$ cat src/rtl/ipr_bank_pkg.sv
package ipr_bank_pkg;
  localparam int unsigned DW       = 64;
  localparam int unsigned IW       = 6;
  localparam int unsigned NSLOT    = 1 << IW;
  localparam int unsigned CYC_LO_W = 32;

  localparam int unsigned IX_CORE_ID  = 16;
  localparam int unsigned IX_TRAP     = 24;
  localparam int unsigned IX_MEMCTL   = 25;
  localparam int unsigned IX_IPL      = 29;
  localparam int unsigned IX_CUR_MODE = 30;
  localparam int unsigned IX_ALT_MODE = 32;
  localparam int unsigned IX_CYC      = 44;
  localparam int unsigned IX_CYC_CTL  = 45;

  typedef enum logic [1:0] {K_NONE, K_RW, K_RO, K_WO} acc_kind_e;
  typedef enum logic [1:0] {W_MASK, W_CLEAR, W_SET1}  wr_rule_e;

  typedef struct packed {
    acc_kind_e       kind;
    wr_rule_e        rule;
    logic            stored;
    logic [DW-1:0]   mask;
  } slot_attr_t;

  function automatic slot_attr_t slot_attr(input logic [IW-1:0] ix);
    slot_attr_t a;
    int i;
    i        = int'(ix);
    a.kind   = K_NONE;
    a.rule   = W_MASK;
    a.stored = 1'b0;
    a.mask   = '0;
    if (i < 26) begin
      a.kind = K_RW; a.stored = 1'b1; a.mask = '1;
    end else begin
      case (i)
        26:      begin a.kind = K_RW; a.stored = 1'b1; a.mask = ~64'h2; end
        27, 28:  begin a.kind = K_RW; a.stored = 1'b1; a.mask = 64'hf; end
        29:      begin a.kind = K_RW; a.stored = 1'b1; a.mask = 64'h1f; end
        30, 31:  begin a.kind = K_RW; a.stored = 1'b1; a.mask = 64'h18; end
        32:      begin a.kind = K_WO; a.stored = 1'b1; a.mask = 64'h18; end
        33:      begin a.kind = K_RW; a.stored = 1'b1; a.mask = 64'h7fff0; end
        34:      begin a.kind = K_RW; a.stored = 1'b1; a.mask = 64'h0000_00ff_ffff_0300; end
        35, 36:  begin a.kind = K_RW; a.stored = 1'b1; a.mask = 64'hffff_ffff_c000_0000; end
        37:      begin a.kind = K_RW; a.stored = 1'b1; a.mask = 64'h1ffb; end
        38, 39:  begin a.kind = K_RW; a.stored = 1'b1; a.mask = 64'h3f; end
        40:      begin a.kind = K_RW; a.stored = 1'b1; a.mask = 64'h7f0; end
        41:      begin a.kind = K_RW; a.stored = 1'b1; a.mask = 64'hfe00_0000_0000_0000; end
        42, 43:  begin a.kind = K_RW; a.stored = 1'b1; a.rule = W_CLEAR; end
        44:      begin a.kind = K_RW; a.stored = 1'b1; a.mask = '1; end
        45:      begin a.kind = K_RW; a.stored = 1'b1; a.rule = W_SET1; a.mask = 64'h1; end
        46, 47, 48, 49, 50, 51, 52, 53: a.kind = K_WO;
        54, 55, 56, 57, 58:             a.kind = K_RO;
        default:                        a.kind = K_NONE;
      endcase
    end
    return a;
  endfunction

  function automatic logic [DW-1:0] slot_reset(input logic [IW-1:0] ix,
                                               input logic [DW-1:0] trap_rst,
                                               input logic [DW-1:0] core_id);
    case (int'(ix))
      IX_CORE_ID: return core_id;
      IX_TRAP:    return trap_rst;
      IX_MEMCTL:  return 64'h6;
      default:    return '0;
    endcase
  endfunction
endpackage

$ cat src/rtl/ipr_slot.sv
module ipr_slot
  import ipr_bank_pkg::*;
#(
  parameter logic [DW-1:0] MASK    = '1,
  parameter logic [DW-1:0] RST_VAL = '0,
  parameter wr_rule_e      RULE    = W_MASK
) (
  input  logic          clk,
  input  logic          rst_n,
  input  logic          we,
  input  logic [DW-1:0] wdata,
  output logic [DW-1:0] q
);
  logic [DW-1:0] q_nx;

  always_comb begin
    q_nx = q;
    if (we) begin
      case (RULE)
        W_CLEAR: q_nx = '0;
        W_SET1:  q_nx = DW'(1);
        default: q_nx = wdata & MASK;
      endcase
    end
  end

  always_ff @(posedge clk or negedge rst_n) begin
    if (!rst_n)  q <= RST_VAL;
    else if (we) q <= q_nx;
  end

  if (RULE == W_MASK) begin : g_chk_mask
    assert_in_mask_R3: assert property (@(posedge clk) disable iff (!rst_n)
      (q & ~MASK) == '0);
  end else if (RULE == W_CLEAR) begin : g_chk_clear
    assert_clear_R5: assert property (@(posedge clk) disable iff (!rst_n)
      we |=> (q == '0));
  end else begin : g_chk_set
    assert_oneshot_R7: assert property (@(posedge clk) disable iff (!rst_n)
      (q == DW'(1)) |=> (q == DW'(1)));
  end
endmodule

$ cat src/rtl/ipr_free_ctr.sv
module ipr_free_ctr #(
  parameter int unsigned W = 32
) (
  input  logic         clk,
  input  logic         rst_n,
  output logic [W-1:0] q
);
  logic [W-1:0] q_nx;

  always_comb q_nx = q + W'(1);

  always_ff @(posedge clk or negedge rst_n) begin
    if (!rst_n) q <= '0;
    else        q <= q_nx;
  end

  assert_step_R6: assert property (@(posedge clk) disable iff (!rst_n)
    1'b1 |=> (q == $past(q) + W'(1)));
endmodule

$ cat src/rtl/ipr_guard.sv
module ipr_guard
  import ipr_bank_pkg::*;
(
  input  logic          rd_en,
  input  logic [IW-1:0] rd_idx,
  input  logic          wr_en,
  input  logic          wr_spec,
  input  logic [IW-1:0] wr_idx,
  output logic          rd_err,
  output logic          wr_err,
  output logic          wr_commit
);
  slot_attr_t ra, wa;
  logic       wr_live;

  always_comb begin
    ra        = slot_attr(rd_idx);
    wa        = slot_attr(wr_idx);
    wr_live   = wr_en && !wr_spec;
    rd_err    = rd_en && (ra.kind == K_WO || ra.kind == K_NONE);
    wr_err    = wr_live && (wa.kind == K_RO || wa.kind == K_NONE);
    wr_commit = wr_live && (wa.kind == K_RW || wa.kind == K_WO);
  end
endmodule

$ cat src/rtl/cpriv_bank.sv
module cpriv_bank
  import ipr_bank_pkg::*;
#(
  parameter logic [DW-1:0] TRAP_BASE_RST = 64'h0000_0000_0040_0000,
  parameter logic [DW-1:0] CORE_ID       = 64'd5
) (
  input  logic          clk,
  input  logic          rst_n,
  input  logic          rd_en,
  input  logic [IW-1:0] rd_idx,
  output logic [DW-1:0] rd_data,
  input  logic          wr_en,
  input  logic          wr_spec,
  input  logic [IW-1:0] wr_idx,
  input  logic [DW-1:0] wr_data,
  output logic          acc_err,
  output logic [4:0]    ipl_o,
  output logic [1:0]    cur_mode_o,
  output logic [1:0]    alt_mode_o,
  output logic          cyc_run_o
);
  logic [1:0]                   rst_sync_q;
  logic                         rst_n_int;
  logic                         rd_err, wr_err, wr_commit;
  logic [NSLOT-1:0][DW-1:0]     slot_q;
  logic [CYC_LO_W-1:0]          ctr_q;
  slot_attr_t                   rd_attr;

  // asynchronous assertion, synchronous release
  always_ff @(posedge clk or negedge rst_n) begin
    if (!rst_n) rst_sync_q <= '0;
    else        rst_sync_q <= {rst_sync_q[0], 1'b1};
  end
  assign rst_n_int = rst_sync_q[1];

  ipr_guard u_guard (
    .rd_en     (rd_en),
    .rd_idx    (rd_idx),
    .wr_en     (wr_en),
    .wr_spec   (wr_spec),
    .wr_idx    (wr_idx),
    .rd_err    (rd_err),
    .wr_err    (wr_err),
    .wr_commit (wr_commit)
  );

  ipr_free_ctr #(.W(CYC_LO_W)) u_ctr (
    .clk   (clk),
    .rst_n (rst_n_int),
    .q     (ctr_q)
  );

  for (genvar gi = 0; gi < NSLOT; gi++) begin : g_slot
    localparam slot_attr_t SA = slot_attr(IW'(gi));
    if (SA.stored) begin : g_reg
      logic we_g;
      assign we_g = wr_commit && (wr_idx == IW'(gi));
      ipr_slot #(
        .MASK    (SA.mask),
        .RST_VAL (slot_reset(IW'(gi), TRAP_BASE_RST, CORE_ID)),
        .RULE    (SA.rule)
      ) u_slot (
        .clk   (clk),
        .rst_n (rst_n_int),
        .we    (we_g),
        .wdata (wr_data),
        .q     (slot_q[gi])
      );
    end else begin : g_const
      assign slot_q[gi] = '0;
    end
  end

  always_comb begin
    rd_attr = slot_attr(rd_idx);
    rd_data = '0;
    if (rd_attr.kind == K_RW) begin
      rd_data = slot_q[rd_idx];
      if (rd_idx == IW'(IX_CYC)) rd_data[CYC_LO_W-1:0] = ctr_q;
    end
  end

  assign acc_err    = rd_err || wr_err;
  assign ipl_o      = slot_q[IX_IPL][4:0];
  assign cur_mode_o = slot_q[IX_CUR_MODE][4:3];
  assign alt_mode_o = slot_q[IX_ALT_MODE][4:3];
  assign cyc_run_o  = slot_q[IX_CYC_CTL][0];

  assert_spec_quiet_R10: assert property (@(posedge clk) disable iff (!rst_n_int)
    (wr_en && wr_spec) |=> $stable(slot_q));

  assert_spec_noerr_R10: assert property (@(posedge clk) disable iff (!rst_n_int)
    (wr_en && wr_spec && !rd_en) |-> !acc_err);

  assert_err_nochange_R9: assert property (@(posedge clk) disable iff (!rst_n_int)
    (acc_err && wr_en && !wr_spec && !rd_en) |=> $stable(slot_q));

  assert_err_reads_zero_R8: assert property (@(posedge clk) disable iff (!rst_n_int)
    (acc_err && rd_en && !wr_en) |-> (rd_data == '0));
endmodule

$ cat config.mk
export PLATFORM = sky130hd
export DESIGN_NAME = cpriv_bank
export DESIGN_NICKNAME = d
export VERILOG_FILES = /design/src/rtl/ipr_bank_pkg.sv /design/src/rtl/ipr_slot.sv /design/src/rtl/ipr_free_ctr.sv /design/src/rtl/ipr_guard.sv /design/src/rtl/cpriv_bank.sv
export SDC_FILE = /design/constraint.sdc
export NUM_CORES = 2
export LEC_CHECK = 0
export ABC_AREA = 1
export ABC_CLOCK_PERIOD_IN_PS = 66200
export BUFFER_PORTS_ARGS = -buffer_cell sky130_fd_sc_hd__clkbuf_2
export CAP_MARGIN = 25
export CELL_PAD_IN_SITES_DETAIL_PLACEMENT = 0
export CELL_PAD_IN_SITES_GLOBAL_PLACEMENT = 1
export CORE_MARGIN = 2
export CORE_UTILIZATION = 49
export CTS_BUF_LIST = sky130_fd_sc_hd__clkbuf_4
export CTS_CLUSTER_DIAMETER = 30
export DETAILED_ROUTE_END_ITERATION = 12
export PLACE_DENSITY_LB_ADDON = 0.3
export REMOVE_ABC_BUFFERS = 1
export SKIP_CTS_REPAIR_TIMING = 1
export SYNTH_ARGS = -nofsm -noshare
export SYNTH_HDL_FRONTEND = slang
export SYNTH_HIERARCHICAL = 1
export SYNTH_SLANG_ARGS = --single-unit
$ cat constraint.sdc
create_clock -name clk -period 66.2 [get_ports clk]
set_clock_uncertainty 0.05 [all_clocks]
set_input_delay 3.31 -clock clk [delete_from_list [all_inputs] [get_ports clk]]
set_output_delay 3.31 -clock clk [all_outputs]
set_load 0.005 [all_outputs]
==> results by group <==
Run status
  – Status: finished clean

Worst setup path
  – Critical Path Start Type: input pin
  – CP Class: input pin to primary output
  – WP data arrival: 9.45 ns
  – CP cell instances: buf_4 -> inv_2 -> nand2_4 -> buf_4 -> buf_4 -> buf_4 -> buf_4 -> buf_4 -> o22ai_1 -> o21ai_0 -> nand2_1 -> o21ai_0 -> nor2_1 -> nor2_1 -> clkbuf_2
  – CP max-delay cell: buf_4
  – Crit path max fanout: 54
  – Worst path required time: 62.84 ns
  – CP endpoint kind: primary output
  – Critical path's largest stage delay: 0.82 ns
  – CP dominant cell by count: buf_4

Timing
  – Hold Vio Cnt, Final: 0
  – Final setup fails: 0
  – Tmin final: 12.81 ns
  – Unrepaired setup endpoints after global routing: no
  – Max-slew headroom at the worst pin: 19.79%
  – FMAX: 78.07 MHz
  – Slew at the pin closest to its max-slew limit: 1.203 ns
  – Fin. max-slew vios: 0
  – TNS Setup: 0 ns
  – Tcrit/Tclk final: 19.35%

GRT
  – Met1 GRT Util: 50.29%
  – Vias in the first global route: 95820
  – GRT Max-Usage Layer: met2
  – Largest net degree at the start of global routing: 180
  – Met2 Track Usage GR: 57.50%
  – Overflow left after global routing: 0
  – Gr usage total: 37.85%
  – Met3 usage: 9.507%
  – Global-route wire length before repair: 631200 µm
  – Initial antenna violation count: 29

Placement
  – Placer Congestion: 0.8792
  – DPL Wire Length: 224500 µm
  – # port buffers: 155

Die
  – IO Pins: 156
  – Die height: 473.8 µm
  – Initial Utilization: 49.27%
  – Die W: 473.8 µm
  – CORE AREA: 0.2195 mm²
  – Full die area: 0.2245 mm²
  – Floorplan row count: 172

Drt
  – Starting DRT DRC Count: 13900
  – Via-per-instance ratio: 5.499
  – Remaining DRCs: 0
  – Detailed Route WL: 430100 µm
  – Post-route ant nets: 0
  – First-pass DRT Iterations: 7
  – Routed length per instance: 23.63 µm
  – Routed via count: 100100

CTS
  – Clk_lat worst skew: 1.47 ns
  – Total CTS buffers: 609
  – Num Clock Sinks: 1992
  – H-tree depth: 6
  – Clk slew on worst S/H paths: 0.06 ns
  – CTS Buffer Depth: 4
  – CTS tree: built
  – Clk root buf: clkbuf_4

Run
  – Max Cap Viol: 0

Final layout
  – Most common cell after layout, fill and taps aside: nand2_1
  – Area growth syn-to-layout: 4.367%
  – Commonest cells after routing, fill and taps aside: nand2_1, dfrtp_1, nor2_1
  – Share of cells above drive strength 1: 9.488%
  – Final layout net count: 14980

Synth
  – Cells after Synth: 14780
  – Post-Syn Area per Cell: 7.318 µm²
  – YS warnings: 6
  – Mapped Area: 0.1082 mm²

Power
  – Peak VDD IR: 20.31 µV
  – Power Total: 2897 µW
  – Pwr Density: 25.67 mW/mm²
  – Leak pwr: 0.06442 µW

Worst hold path
  – Worst hold path type: flop to flop
area by class of cell:
class	count	area, µm²
diodes	12	30.03
clock buffers	860	6456
multi-input cells	11660	48110
flip-flops and latches	1992	49860
repair buffers	366	2765
well taps	2871	3592
clock inverters	166	932.1
fillers	21770	106600
inverters	266	1135
stage by stage:
step                      setup WS (ns)  area [µm²]  hold slack [ns]  cells  utilization [%]
final                             53.39      112900           0.3052  18200            51.42
after global routing              53.29      112900           0.3101  18190            51.42
after CTS                         53.65      112500           0.3088  18170            51.27
after detailed placement          53.63      105200           0.2904  17150            47.91
after global placement            53.67      105000           0.2891  17140            47.84
after floorplan                   6.519       98670           0.2812  13920                -
final timing paths:
path | start | cells after the start | slack, ns | to
max | rd_idx[1] | 15 | 53.39 | rd_data[16]
min | rst_sync_q[0]$_DFF_PN0_ | 0 | 0.31 | rst_sync_q[1]$_DFF_PN0_
max reg2reg | rst_sync_q[1]$_DFF_PN0_ | 7 | 60.32 | g_slot[35].g_reg.u_slot/q[52]$_DFFE_PN0P_
min reg2reg | rst_sync_q[0]$_DFF_PN0_ | 0 | 0.31 | rst_sync_q[1]$_DFF_PN0_
max in group asynchronous | rst_sync_q[1]$_DFF_PN0_ | 7 | 60.32 | g_slot[35].g_reg.u_slot/q[52]$_DFFE_PN0P_
min in group asynchronous | rst_sync_q[1]$_DFF_PN0_ | 0 | 0.36 | g_slot[34].g_reg.u_slot/q[28]$_DFFE_PN0P_
worst max-delay path, delay by kind of cell:
kind / cells / cell delay (ns)
compound gates: 3 / 0.66
buf+inv: 8 / 4.61
simple gates: 4 / 0.69
flip-flops by register name, indices dropped and copies added (netlist names):
signal,count
u_ctr/q,32
g_slot.g_reg.u_slot/q,1958
rst_sync_q,2
per-layer routing:
metal / up-vias / part of all wire, %
met3: 1297 / 12
met4: 20 / 5.2
met1: 47690 / 39
met2: 6195 / 43
li1: 44860 / -
met5: - / 0.029
report_power, final:
part | leakage (µW) | switching (µW) | internal (µW)
Combinational | 0.0327 | 238 | 98.4
Clock | 0.00448 | 570 | 634
Sequential | 0.0272 | 51.4 | 1310
No activity file was read; power rests on OpenSTA's default activity.
